### src/rtl/codec_port_pkg.sv
package codec_port_pkg;

  localparam int CP_WORD_W = 16;
  localparam int CP_ADDR_W = 7;
  localparam int CP_DATA_W = 8;
  localparam int CP_HDR_W  = 1 + CP_ADDR_W;

  function automatic logic word_is_read(input logic [CP_WORD_W-1:0] w);
    return w[CP_WORD_W-1];
  endfunction

  function automatic logic [CP_ADDR_W-1:0] word_addr(input logic [CP_WORD_W-1:0] w);
    return w[CP_WORD_W-2 -: CP_ADDR_W];
  endfunction

  function automatic logic [CP_DATA_W-1:0] word_data(input logic [CP_WORD_W-1:0] w);
    return w[CP_DATA_W-1:0];
  endfunction

endpackage

### src/rtl/codec_sclk_div.sv
module codec_sclk_div #(
  parameter int STAGES = 2
) (
  input  logic clk,
  input  logic rst_n,
  output logic sclk_o,
  output logic rise_evt,
  output logic fall_evt
);
  logic [STAGES-1:0] q;
  logic [STAGES:0]   carry;

  assign carry[0] = 1'b1;

  for (genvar g = 0; g < STAGES; g++) begin : g_stage
    assign carry[g+1] = carry[g] & q[g];
    always_ff @(posedge clk or negedge rst_n) begin
      if (!rst_n)        q[g] <= 1'b0;
      else if (carry[g]) q[g] <= ~q[g];
    end
  end

  assign sclk_o   = q[STAGES-1];
  assign rise_evt = carry[STAGES-1] & ~q[STAGES-1];
  assign fall_evt = carry[STAGES];
endmodule

### src/rtl/codec_sync.sv
module codec_sync #(
  parameter int STAGES = 2
) (
  input  logic clk,
  input  logic rst_n,
  input  logic d,
  output logic q
);
  logic [STAGES-1:0] chain;

  always_ff @(posedge clk or negedge rst_n) begin
    if (!rst_n) chain <= '0;
    else        chain <= {chain[STAGES-2:0], d};
  end

  assign q = chain[STAGES-1];
endmodule

### src/rtl/codec_reg_bank.sv
module codec_reg_bank #(
  parameter int ADDR_W    = 7,
  parameter int DATA_W    = 8,
  parameter int REG_COUNT = 4,
  parameter int FLAG_ADDR = 2,
  parameter int FLAG_W    = 2
) (
  input  logic              clk,
  input  logic              rst_n,
  input  logic              wr_en,
  input  logic [ADDR_W-1:0] wr_addr,
  input  logic [DATA_W-1:0] wr_data,
  input  logic [ADDR_W-1:0] rd_addr,
  output logic [DATA_W-1:0] rd_data,
  output logic [FLAG_W-1:0] flag_o
);
  logic [DATA_W-1:0] regs [REG_COUNT];

  for (genvar g = 0; g < REG_COUNT; g++) begin : g_reg
    always_ff @(posedge clk or negedge rst_n) begin
      if (!rst_n)                                   regs[g] <= '0;
      else if (wr_en && wr_addr == ADDR_W'(g))      regs[g] <= wr_data;
    end
  end

  always_comb begin
    rd_data = '0;
    for (int i = 0; i < REG_COUNT; i++) begin
      if (rd_addr == ADDR_W'(i)) rd_data = regs[i];
    end
  end

  assign flag_o = regs[FLAG_ADDR][FLAG_W-1:0];
endmodule

### src/rtl/codec_frame_engine.sv
module codec_frame_engine
  import codec_port_pkg::*;
#(
  parameter int WORD_W = CP_WORD_W,
  parameter int ADDR_W = CP_ADDR_W,
  parameter int DATA_W = CP_DATA_W,
  localparam int HDR_W = 1 + ADDR_W,
  localparam int CNT_W = $clog2(WORD_W + 1),
  localparam int SEL_W = $clog2(DATA_W)
) (
  input  logic              clk,
  input  logic              rst_n,
  input  logic              rise_evt,
  input  logic              fall_evt,
  input  logic              fs_i,
  input  logic              din_i,
  input  logic              status_s,
  input  logic [DATA_W-1:0] rd_data,
  output logic              dout_o,
  output logic [ADDR_W-1:0] hdr_addr,
  output logic              wr_en,
  output logic [ADDR_W-1:0] wr_addr,
  output logic [DATA_W-1:0] wr_data,
  output logic              fs_evt,
  output logic              frame_sec,
  output logic              active,
  output logic [CNT_W-1:0]  bit_cnt,
  output logic              status_cap
);
  logic [WORD_W-1:0] shin;
  logic [WORD_W-1:0] next_word;
  logic [HDR_W-1:0]  hdr;
  logic              shift_evt;
  logic              word_full;
  logic              out_bit;
  logic [SEL_W-1:0]  sel;

  assign fs_evt    = fall_evt & fs_i;
  assign shift_evt = fall_evt & ~fs_i & active;
  assign word_full = shift_evt && (bit_cnt == CNT_W'(WORD_W - 1));
  assign next_word = {shin[WORD_W-2:0], din_i};

  assign wr_en   = word_full & frame_sec & ~word_is_read(next_word);
  assign wr_addr = word_addr(next_word);
  assign wr_data = word_data(next_word);

  assign hdr_addr = hdr[ADDR_W-1:0];
  assign sel      = SEL_W'(WORD_W - 1 - int'(bit_cnt));

  always_comb begin
    out_bit = 1'b0;
    if (active && frame_sec) begin
      if (bit_cnt < CNT_W'(HDR_W)) out_bit = status_cap;
      else if (hdr[HDR_W-1])       out_bit = rd_data[sel];
    end
  end

  always_ff @(posedge clk or negedge rst_n) begin
    if (!rst_n) begin
      active     <= 1'b0;
      frame_sec  <= 1'b1;
      bit_cnt    <= '0;
      shin       <= '0;
      hdr        <= '0;
      status_cap <= 1'b0;
      dout_o     <= 1'b0;
    end else begin
      if (fs_evt) begin
        active    <= 1'b1;
        frame_sec <= ~frame_sec;
        bit_cnt   <= '0;
        if (!frame_sec) status_cap <= status_s;
      end else if (shift_evt) begin
        shin    <= next_word;
        bit_cnt <= bit_cnt + 1'b1;
        if (bit_cnt == CNT_W'(HDR_W - 1)) hdr <= next_word[HDR_W-1:0];
        if (word_full) active <= 1'b0;
      end
      if (rise_evt) dout_o <= out_bit;
    end
  end
endmodule

### src/rtl/codec_ctrl_port.sv
module codec_ctrl_port
  import codec_port_pkg::*;
#(
  parameter int DIV_STAGES  = 2,
  parameter int SYNC_STAGES = 2,
  parameter int REG_COUNT   = 4,
  parameter int FLAG_ADDR   = 2,
  localparam int WORD_W = CP_WORD_W,
  localparam int ADDR_W = CP_ADDR_W,
  localparam int DATA_W = CP_DATA_W,
  localparam int CNT_W  = $clog2(WORD_W + 1)
) (
  input  logic       mclk_i,
  input  logic       rst_ni,
  input  logic       fs_i,
  input  logic       din_i,
  input  logic       stat_i,
  output logic       sclk_o,
  output logic       dout_o,
  output logic [1:0] flag_o
);
  logic              rise_evt;
  logic              fall_evt;
  logic              fs_evt;
  logic              status_s;
  logic              status_cap;
  logic              frame_sec;
  logic              active;
  logic [CNT_W-1:0]  bit_cnt;
  logic              wr_en;
  logic [ADDR_W-1:0] wr_addr;
  logic [DATA_W-1:0] wr_data;
  logic [ADDR_W-1:0] hdr_addr;
  logic [DATA_W-1:0] rd_data;

  codec_sclk_div #(.STAGES(DIV_STAGES)) u_div (
    .clk(mclk_i), .rst_n(rst_ni), .sclk_o(sclk_o),
    .rise_evt(rise_evt), .fall_evt(fall_evt)
  );

  codec_sync #(.STAGES(SYNC_STAGES)) u_sync (
    .clk(mclk_i), .rst_n(rst_ni), .d(stat_i), .q(status_s)
  );

  codec_frame_engine #(.WORD_W(WORD_W), .ADDR_W(ADDR_W), .DATA_W(DATA_W)) u_frame (
    .clk(mclk_i), .rst_n(rst_ni), .rise_evt(rise_evt), .fall_evt(fall_evt),
    .fs_i(fs_i), .din_i(din_i), .status_s(status_s), .rd_data(rd_data),
    .dout_o(dout_o), .hdr_addr(hdr_addr), .wr_en(wr_en), .wr_addr(wr_addr),
    .wr_data(wr_data), .fs_evt(fs_evt), .frame_sec(frame_sec), .active(active),
    .bit_cnt(bit_cnt), .status_cap(status_cap)
  );

  codec_reg_bank #(
    .ADDR_W(ADDR_W), .DATA_W(DATA_W), .REG_COUNT(REG_COUNT),
    .FLAG_ADDR(FLAG_ADDR), .FLAG_W(2)
  ) u_regs (
    .clk(mclk_i), .rst_n(rst_ni), .wr_en(wr_en), .wr_addr(wr_addr),
    .wr_data(wr_data), .rd_addr(hdr_addr), .rd_data(rd_data), .flag_o(flag_o)
  );
endmodule

### config.mk
export PLATFORM = sky130hd
export DESIGN_NAME = codec_ctrl_port
export DESIGN_NICKNAME = d
export VERILOG_FILES = /design/src/rtl/codec_port_pkg.sv /design/src/rtl/codec_sclk_div.sv /design/src/rtl/codec_sync.sv /design/src/rtl/codec_reg_bank.sv /design/src/rtl/codec_frame_engine.sv /design/src/rtl/codec_ctrl_port.sv
export SDC_FILE = /design/constraint.sdc
export NUM_CORES = 1
export LEC_CHECK = 0
export BUFFER_PORTS_ARGS = -buffer_cell sky130_fd_sc_hd__buf_4
export CORE_ASPECT_RATIO = 1.75
export CORE_MARGIN = 4
export CORE_UTILIZATION = 50
export CTS_CLUSTER_DIAMETER = 80
export CTS_CLUSTER_SIZE = 14
export DETAILED_ROUTE_END_ITERATION = 12
export GPL_TIMING_DRIVEN = 0
export PLACE_DENSITY = 0.66
export SKIP_CTS_REPAIR_TIMING = 1
export SYNTH_ARGS = -nofsm -noshare
export SYNTH_HDL_FRONTEND = slang
export SYNTH_HIERARCHICAL = 1
export SYNTH_SLANG_ARGS = --single-unit
### constraint.sdc
create_clock -name mclk_i -period 3.25 [get_ports mclk_i]
set_input_delay 0.65 -clock mclk_i [delete_from_list [all_inputs] [get_ports mclk_i]]
set_output_delay 0.65 -clock mclk_i [all_outputs]
set_load 0.005 [all_outputs]
==> flow_summary_export.csv, run 1 <==
group,metric,value,unit
power_and_ir_drop,power_density,462,nW/um^2
grt,antenna_found_initial,0,
timing,finClkSkew,0.00665,ns
timing,finalHoldViolCount,0,
die,fp.dieW,68.4,um
power_and_ir_drop,power_frac_comb,7.0,%
finish,nets,282,
worst_setup_path,crit_type,"reg -> reg",
clock_network,clock-sinks,68,
clock_network,ctsRootBufferMaster,"clkbuf_8",
grt,grt_pass1_vias,1922,
worst_setup_path,reg2reg_depth,8,
clock_network,clkLatencyLatePin,0.34,ns
drt,drcViolationCount,0,
drt,wl_per_cell,15.6,um
power_and_ir_drop,power_leakage,1.84,nW
timing,fmax,379,MHz
finish,final_cell_mix,"dfrtp_1 (67), nand2_1 (53), mux2_2 (41)",
timing,final.setup.tns,0,ns
worst_setup_path,critical-path-slowest-cell,"dfrtp_1",
power_and_ir_drop,power_frac_seq,56.9,%
die,dieArea,7770,um^2
power_and_ir_drop,clkPwrFrac,36.1,%
timing,final_max_slew_viol_count,0,
finish,drive_above_1_share,36.8,%
synth,ys_warn_count,6,
power_and_ir_drop,p_sw_share,23.1,%
grt,grt_max_degree,69,
worst_setup_path,worstPathCellList,"ha_1 -> and3_1 -> ha_1 -> nand2_1 -> nor3_1 -> nor2b_1 -> nand4b_2 -> mux2_2",
worst_setup_path,critPathBufInv,0,
worst_setup_path,crit_cells,8,
synth,syn_area,3190,um^2
finish,n_fill_cell,542,
grt,track_usage,16.6,%
timing,rsz0062_at_grt,"no",
drt,drt-total-wl,5620,um
grt,grt_pass1_wl,9160,um
drt,first_iter_violations,69,
timing,period_minus_slack,2.64,ns
flow_run,drv_cap,0,
worst_setup_path,critPathMaxStageDelay,0.48,ns
synth,syn_nets,263,
die,ios,9,
die,coreArea,6180,um^2
worst_setup_path,cp_common_cell,"ha_1",
die,rows,38,
clock_network,clk_pin_slew,0.06,ns
die,start_util,51.6,%
placed_design,post-dp-hpwl,3820,um
timing,relSlewSlack,44.0,%
placed_design,io_buffer_count,8,
timing,setup_viol,0,
synth,syn_inst,256,
finish,diodes,0,
worst_setup_path,required,3.48,ns
worst_hold_path,worstHoldPathCells,0,
finish,synthToLayoutAreaGrowth,10.0,%
finish,finish.utilization,56.8,%
power_and_ir_drop,irDropWorstVdd,271,uV
timing,fin_crit_sh,81.3,%
finish,mostFrequentLayoutCell,"dfrtp_1",
placed_design,gp_congestion,0.759,
drt,drtAntennaViolNets,0,
synth,syn_avg_cell_area,12.5,um^2
clock_network,cts_tree,"done",
worst_setup_path,end_kind,"flip-flop",
worst_setup_path,start_kind,"flip-flop",
worst_setup_path,worstPathMaxFanout,8,
power_and_ir_drop,p_sw,0.375,mW
die,die_h,114,um
clock_network,clockBufferDepth,2,
outcome,outcome,"complete, no violations",
worst_setup_path,worstPathArrival,2.87,ns
timing,tightest_slew,0.840,ns
power_and_ir_drop,intPower,1.24,mW
worst_setup_path,crit_family,"simple AND/OR/NAND/NOR gates",
drt,vias,1918,
drt,firstDrtPassIters,4,
drt,vias_per_cell,5.33,
grt,gr-total-overflow,0,
worst_hold_path,hold_class,"reg -> reg",
clock_network,htreeDepth,3,
clock_network,numCtsBuffers,9,
-- registers in the layout, summed over array words and instances, names as in the netlist, 2 cells and up --
name and count:
u_frame/shin 15, u_regs/regs 30, u_sync/chain 2, u_frame/bit_cnt 5
u_regs/flag_o 2, u_frame/hdr 8
-- final cells by class --
type / instances / area (um^2) / share of cell area (%)
Timing Repair Buffer: 8 / 60.1 / 1.71
Clock buffer: 16 / 160 / 4.56
Tap cell: 80 / 100 / 2.85
Buffer: 30 / 211 / 6.03
Multi-Input combinational cell: 154 / 1260 / 35.9
Sequential cell: 68 / 1700 / 48.5
Inverter: 4 / 15.0 / 0.428
-- through the flow --
step | cells | power (mW) | cell area (um^2) | hold slack [ns] | setup WS (ns)
after floorplan | 256 | 0.999 | 3190 | 0.331 | 0.982
after global placement | 344 | 1.05 | 3350 | 0.335 | 0.549
after detailed placement | 344 | 1.05 | 3350 | 0.337 | 0.501
after CTS | 360 | 1.65 | 3510 | 0.351 | 0.615
after global routing | 360 | 1.70 | 3510 | 0.357 | 0.408
final | 360 | 1.62 | 3510 | 0.349 | 0.609
-- power by group through the flow --
| stage | Sequential, mW | Clock [mW] | Combinational (mW) |
|---|---|---|---|
| CTS | 0.923 | 0.610 | 0.115 |
| detailed placement | 0.938 | 0 | 0.115 |
| global placement | 0.938 | 0 | 0.112 |
| global route | 0.928 | 0.645 | 0.126 |
| finish | 0.922 | 0.585 | 0.113 |
| floorplan | 0.927 | 0 | 0.0713 |
-- path summary, 6_finish.rpt --
| kind | start | endpoint | slack [ns] |
|---|---|---|---|
| hold reg to reg | u_sync/chain[0]$_DFF_PN0_ | u_sync/chain[1]$_DFF_PN0_ | 0.35 |
| setup / recovery | u_frame/bit_cnt[1]$_DFFE_PN0P_ | u_regs/regs[16]$_DFFE_PN0P_ | 0.61 |
| min in group asynchronous | rst_ni | u_sync/chain[1]$_DFF_PN0_ | 0.40 |
| hold / removal | u_sync/chain[0]$_DFF_PN0_ | u_sync/chain[1]$_DFF_PN0_ | 0.35 |
| max in group asynchronous | rst_ni | u_frame/shin[4]$_DFFE_PN0P_ | 2.29 |
| setup reg to reg | u_frame/bit_cnt[1]$_DFFE_PN0P_ | u_regs/regs[16]$_DFFE_PN0P_ | 0.61 |
-- per-layer routing --
metal | global-route usage (%) | vias up | wire length (um)
met5 | 0 | - | 0
met2 | 26.3 | 24 | 2900
li1 | - | 907 | -
met1 | 19.9 | 976 | 2420
met3 | 4.73 | 11 | 175
met4 | 8.76 | 0 | 136
Note: power is estimated with default switching activity, not from simulation.
==> run 2: changes to the inputs <==
--- a/config.mk
+++ b/config.mk
@@ -5,6 +5,7 @@
 export SDC_FILE = /design/constraint.sdc
 export NUM_CORES = 1
 export LEC_CHECK = 0
+export ABC_AREA = 1
 export BUFFER_PORTS_ARGS = -buffer_cell sky130_fd_sc_hd__buf_4
 export CORE_ASPECT_RATIO = 1.75
 export CORE_MARGIN = 4
==> constraint.sdc (replaced) <==
create_clock -name mclk_i -period 2.45 [get_ports mclk_i]
set_input_delay 0.49 -clock mclk_i [delete_from_list [all_inputs] [get_ports mclk_i]]
set_output_delay 0.49 -clock mclk_i [all_outputs]
set_load 0.005 [all_outputs]
==> run 2 against run 1 <==
- synthesized cell count grew 59%
- cell area grew 9.5%
- via count grew 42%
- largest cell class unchanged
- highest routed layer unchanged
- first-iteration DRC count grew to 3.1 times the previous value
==> flow_summary_export.csv, run 2 <==
group,metric,value,unit
power_and_ir_drop,power_leakage,2.02,nW
worst_hold_path,hold_end,"u_sync/chain[0]$_DFF_PN0_",
grt,grt_pass1_vias,2651,
die,die_h,116,um
finish,largest_register_ffs,30,
worst_setup_path,r2r-start,"u_frame/bit_cnt[0]$_DFFE_PN0P_",
placed_design,io_buffer_count,8,
placed_design,place_inst,496,
flow_run,drv_cap,0,
grt,antenna_found_initial,0,
drt,drtAntennaViolNets,0,
synth,syn_inst,406,
synth,synth-main-ff-cell,"dfrtp_1",
clock_network,clock-sinks,68,
worst_hold_path,hold_class,"in -> reg",
worst_setup_path,required,2.72,ns
clock_network,ctsRootBufferMaster,"clkbuf_16",
drt,wl_per_cell,14.8,um
timing,relSlewSlack,43.5,%
finish,reg_top3,"u_regs/regs (30), u_frame/shin (15), u_frame/hdr (8)",
finish,synthToLayoutAreaGrowth,15.2,%
finish,final_cell_mix,"nand2_1 (147), nand3_1 (71), dfrtp_1 (67)",
clock_network,clockBufferDepth,2,
synth,syn_area,3340,um^2
drt,drcViolationCount,0,
drt,firstDrtPassIters,5,
worst_hold_path,worstHoldPathCells,1,
finish,diodes,0,
worst_setup_path,start_kind,"flip-flop",
drt,vias_per_cell,5.33,
timing,rsz0062_at_grt,"no",
finish,seqCellArea,1700,um^2
die,fp.dieW,69.7,um
synth,ys_warn_count,6,
worst_setup_path,worstPathMaxFanout,10,
timing,finClkSkew,0.00344,ns
drt,first_iter_violations,217,
synth,synth_top_cell_by_area,"dfrtp_1",
synth,postSynth.asyncResetShare,100,%
finish,stdcell_count,512,
synth,yosys-top-cells-area,"dfrtp_1 (50%), nand2_1 (17%), nand3_1 (11%)",
worst_setup_path,end_kind,"flip-flop",
worst_setup_path,reg2reg_depth,11,
synth,ys_types,25,
timing,final_max_slew_viol_count,0,
die,dieArea,8090,um^2
worst_setup_path,ff2ff_setup_slack,0.24,ns
clock_network,clk_pin_slew,0.05,ns
worst_setup_path,worstPathArrival,2.48,ns
synth,syn_nets,413,
worst_hold_path,min_from,"stat_i",
grt,grt_pass1_wl,12700,um
timing,setup_viol,0,
finish,nets,432,
finish,drive_above_1_share,18.1,%
power_and_ir_drop,power_density,727,nW/um^2
die,coreArea,6490,um^2
die,ios,9,
grt,gr-total-overflow,0,
outcome,outcome,"complete, no violations",
placed_design,post-dp-hpwl,5310,um
timing,period_minus_slack,2.21,ns
clock_network,htreeDepth,3,
finish,n_fill_cell,601,
clock_network,clkLatencyLatePin,0.33,ns
grt,track_usage,20.7,%
timing,finalHoldViolCount,0,
die,rows,39,
synth,synth_common_cells,"nand2_1 (149), nand3_1 (71), dfrtp_1 (67), inv_1 (30), buf_4 (26)",
timing,final.setup.tns,0,ns
synth,ys_seq_area_share,51.1,%
power_and_ir_drop,irDropWorstVdd,542,uV
finish,finish.utilization,59.2,%
finish,mostFrequentLayoutCell,"nand2_1",
drt,drt-total-wl,7590,um
grt,grt_max_degree,69,
drt,vias,2730,
synth,netlist.area_leader.share,50.3,%
die,start_util,51.4,%
clock_network,cts_tree,"done",
finish,multiInputGateArea,1280,um^2
worst_setup_path,reg2reg_to,"u_regs/regs[24]$_DFFE_PN0P_",
synth,synth_edf_count,0,
finish,regMostFlops,"u_regs/regs",
timing,fin_crit_sh,90.3,%
worst_setup_path,crit_type,"reg -> reg",
timing,tightest_slew,0.848,ns
clock_network,numCtsBuffers,9,
timing,fmax,452,MHz
synth,synth.most_common_cell,"nand2_1",
synth,synth-seq-cells,68,
placed_design,gp_congestion,0.975,
synth,syn_avg_cell_area,8.22,um^2
==> run 2: through the flow <==
stage	hold WS [ns]	power [mW]	instance area, um^2	worst slack (ns)
floorplan	0.194	1.37	3340	0.542
global placement	0.344	1.45	3500	0.0392
detailed placement	0.338	1.45	3500	-0.0135
CTS	0.252	2.82	3820	-0.0118
global route	0.254	2.90	3840	0.0543
finish	0.263	2.79	3840	0.238
==> run 2: how the worst max path moves through the flow <==
| stage | startpoint | to | slack, ns | cells past startpoint |
|---|---|---|---|---|
| 5_1_grt | u_frame/bit_cnt[0]$_DFFE_PN0P_ | u_regs/regs[25]$_DFFE_PN0P_ | 0.05 | 11 |
| 3_3_place_gp | u_frame/bit_cnt[0]$_DFFE_PN0P_ | u_regs/regs[31]$_DFFE_PN0P_ | 0.04 | 11 |
| 6_report | u_frame/bit_cnt[0]$_DFFE_PN0P_ | u_regs/regs[24]$_DFFE_PN0P_ | 0.24 | 11 |
| 4_1_cts | u_frame/bit_cnt[0]$_DFFE_PN0P_ | u_regs/regs[27]$_DFFE_PN0P_ | -0.01 | 11 |
| 3_5_place_dp | u_frame/bit_cnt[0]$_DFFE_PN0P_ | u_regs/regs[30]$_DFFE_PN0P_ | -0.01 | 11 |
| 2_1_floorplan | u_frame/bit_cnt[0]$_DFFE_PN0P_ | u_regs/regs[24]$_DFFE_PN0P_ | 0.54 | 11 |
==> run 2: final cells by class <==
| class | count | area share, % |
|---|---|---|
| plain buffers | 35 | 6.41 |
| clock buffers | 13 | 7.29 |
| clock inverters | 3 | 1.11 |
| inverters | 33 | 3.26 |
| multi-input cells | 270 | 33.4 |
| flip-flops and latches | 68 | 44.3 |
| well taps | 82 | 2.67 |
| repair buffers | 8 | 1.56 |
==> run 2: worst max-delay path, stage by stage, from the launching register on <==
cell and delay, ns:
dfrtp_1 0.48, ha_2 0.28, nand2_1 0.06, nor2_1 0.11, ha_1 0.16, nand2_1 0.09, nor3_2 0.16, inv_1 0.10
nor2_4 0.24, clkbuf_4 0.29, nand3_1 0.09, nand2_1 0.09
==> run 2: layer usage <==
metal  global-route usage (%)  share of wire, %  up-vias
met2                     36.2                51       94
met5                        0                 0        -
met1                     22.2                39     1282
met3                     4.86               4.8       37
met4                     13.8               5.4        0
li1                         -                 -     1317
==> run 2: logic make-up (layout without fill, tap and decap cells) <==
| kind of cell | count (synthesis) | after routing | share of synthesized area, % |
|---|---|---|---|
| and+or+nand+nor | 245 | 245 | 32.4 |
| xor gates and xnor gates | 1 | 1 | 0.263 |
| AOI/OAI and AO/OA | 21 | 21 | 4.16 |
| DFF | 68 | 68 | 51.1 |
| buffers and inverters | 68 | 92 | 11.0 |
| adders and majority gates | 2 | 2 | 0.750 |
| muxes | 1 | 1 | 0.338 |
==> run 2: where the power goes <==
group | switching, mW | total, mW | internal, mW
combinational | 0.142 | 0.225 | 0.0823
clock | 0.464 | 1.36 | 0.896
sequential | 0.0425 | 1.21 | 1.17
total | 0.649 | 2.79 | 2.15
==> run 3: changes to the inputs <==
--- a/config.mk
+++ b/config.mk
@@ -14,7 +14,8 @@
 export CTS_CLUSTER_SIZE = 14
 export DETAILED_ROUTE_END_ITERATION = 12
 export GPL_TIMING_DRIVEN = 0
-export PLACE_DENSITY = 0.66
+export PLACE_DENSITY = 0.69
+export REMOVE_ABC_BUFFERS = 1
 export SKIP_CTS_REPAIR_TIMING = 1
 export SYNTH_ARGS = -nofsm -noshare
 export SYNTH_HDL_FRONTEND = slang
==> run 3 against run 2 <==
- global-route usage decreased by 0.75 points
- setup slack worse by 0.079 ns
- die area unchanged
- sequential power hardly changed
- non-clock buffer count down 21
- total power shrank 1.2%
- core utilization is 1.8 points lower
- cell area shrank 3.0%
- highest routed layer unchanged
==> flow_summary_export.csv, run 3 (synthesized netlist as in run 2, its figures left out) <==
group,metric,value,unit
worst_setup_path,required,2.66,ns
grt,track_usage,20.0,%
die,coreArea,6490,um^2
power_and_ir_drop,intPower,2.11,mW
timing,tightest_slew,0.856,ns
drt,drtAntennaViolNets,0,
finish,mostFrequentLayoutCell,"nand2_1",
timing,holdWs,0.265,ns
clock_network,clock-sinks,68,
grt,grt_pass1_vias,2596,
clock_network,clockBufferDepth,2,
clock_network,clk_pin_slew,0.06,ns
grt,grt.busiest_layer,"met2",
finish,final_cell_mix,"nand2_1 (145), nand3_1 (71), dfrtp_1 (67)",
worst_setup_path,worstPathCellList,"nand2_1 -> inv_1 -> nand3b_4 -> inv_6 -> nand2_1 -> nor3_2 -> inv_1 -> nor2_4 -> nand2_2 -> nand2_1 -> nand2_1",
finish,synthToLayoutAreaGrowth,11.7,%
placed_design,place_inst,462,
die,start_util,51.4,%
finish,nets,412,
worst_setup_path,worstPathArrival,2.51,ns
drt,vias,2630,
die,dieArea,8090,um^2
grt,antenna_found_initial,0,
power_and_ir_drop,irDropWorstVdd,402,uV
placed_design,post-dp-hpwl,4650,um
clock_network,ctsRootBufferMaster,"clkbuf_16",
die,die_h,116,um
grt,met3_usage,4.60,%
die,ios,9,
drt,first_iter_violations,234,
power_and_ir_drop,power_frac_seq,44.2,%
power_and_ir_drop,power_frac_comb,6.5,%
timing,final.setup.tns,0,ns
timing,fmax,436,MHz
finish,stdcell_count,492,
grt,grt_pass1_wl,12300,um
die,fp.dieW,69.7,um
timing,final_max_slew_viol_count,0,
outcome,outcome,"complete, no violations",
placed_design,io_buffer_count,8,
drt,wl_per_cell,15.5,um
timing,finClkSkew,0.00506,ns
clock_network,numCtsBuffers,9,
power_and_ir_drop,p_sw_share,23.6,%
worst_setup_path,crit_family,"simple AND/OR/NAND/NOR gates",
finish,diodes,0,
flow_run,drv_cap,0,
worst_hold_path,hold_class,"in -> reg",
timing,setup_viol,0,
power_and_ir_drop,clkPwrFrac,49.3,%
timing,fin_crit_sh,93.5,%
timing,relSlewSlack,42.9,%
finish,drive_above_1_share,15.4,%
clock_network,clkLatencyLatePin,0.33,ns
worst_setup_path,end_kind,"flip-flop",
grt,gr-usage-met2,35.1,%
drt,vias_per_cell,5.35,
power_and_ir_drop,total_power,2.76,mW
clock_network,cts_tree,"done",
worst_setup_path,critical-path-slowest-cell,"dfrtp_1",
placed_design,gp_congestion,0.821,
drt,firstDrtPassIters,4,
drt,drt-total-wl,7620,um
grt,use_met1,21.5,%
timing,period_minus_slack,2.29,ns
finish,n_fill_cell,589,
die,rows,39,
power_and_ir_drop,power_leakage,1.93,nW
worst_setup_path,start_kind,"flip-flop",
power_and_ir_drop,p_sw,0.651,mW
worst_setup_path,critPathBufInv,3,
timing,finalHoldViolCount,0,
finish,regMostFlops,"u_regs/regs",
finish,largest_register_ffs,30,
grt,grt_max_degree,69,
worst_setup_path,cp_common_cell,"nand2_1",
power_and_ir_drop,power_density,741,nW/um^2
clock_network,htreeDepth,3,
drt,drcViolationCount,0,
finish,reg_top3,"u_regs/regs (30), u_frame/shin (15), u_frame/hdr (8)",
worst_setup_path,worstPathMaxFanout,14,
worst_setup_path,crit_type,"reg -> reg",
grt,gr-total-overflow,0,
worst_setup_path,critPathMaxStageDelay,0.39,ns
finish,finish.utilization,57.4,%
run 3: worst paths after layout:
path / slack [ns] / depth (start not counted) / from / to
min: 0.26 / 1 / stat_i / u_sync/chain[0]$_DFF_PN0_
min reg2reg: 0.35 / 0 / u_sync/chain[0]$_DFF_PN0_ / u_sync/chain[1]$_DFF_PN0_
max reg2reg: 0.16 / 11 / u_div/carry[1]$_DFF_PN0_ / u_regs/regs[26]$_DFFE_PN0P_
max: 0.16 / 11 / u_div/carry[1]$_DFF_PN0_ / u_regs/regs[26]$_DFFE_PN0P_
max in group asynchronous: 1.62 / 1 / rst_ni / u_regs/regs[17]$_DFFE_PN0P_
min in group asynchronous: 0.27 / 1 / rst_ni / u_frame/shin[11]$_DFFE_PN0P_
run 3: final cells by class:
cell class              count  area, um^2  share of cell area, %
clock buffers               9         225                   6.04
clock inverters             7        91.3                   2.45
inverters                  33         133                   3.56
multi-input cells         271        1300                   34.9
flip-flops and latches     68        1700                   45.7
well taps                  82         103                   2.75
repair buffers             22         173                   4.63
run 3: per-layer routing:
layer  part of all wire, %  vias to the layer above  routed length, um
met5                     0                        -                  0
li1                      -                     1281                  -
met1                    39                     1257               3000
met3                   4.4                       23                332
met4                   4.1                        0                309
met2                    52                       69               3980
run 3: metrics by stage:
stage          area, um^2  setup WS (ns)
2_1_floorplan        3090          0.244
3_3_place_gp         3260         -0.717
3_5_place_dp         3270         -0.699
4_1_cts              3590         -0.607
5_1_grt              3730        -0.0183
6_report             3730          0.159
run 3: power groups by stage:
| stage | Clock, mW | Combinational, mW | Sequential [mW] |
|---|---|---|---|
| 5_1_grt | 1.43 | 0.205 | 1.23 |
| 3_5_place_dp | 0 | 0.176 | 1.24 |
| 2_1_floorplan | 0 | 0.111 | 1.23 |
| 3_3_place_gp | 0 | 0.169 | 1.24 |
| 6_report | 1.36 | 0.179 | 1.22 |
| 4_1_cts | 1.38 | 0.177 | 1.22 |
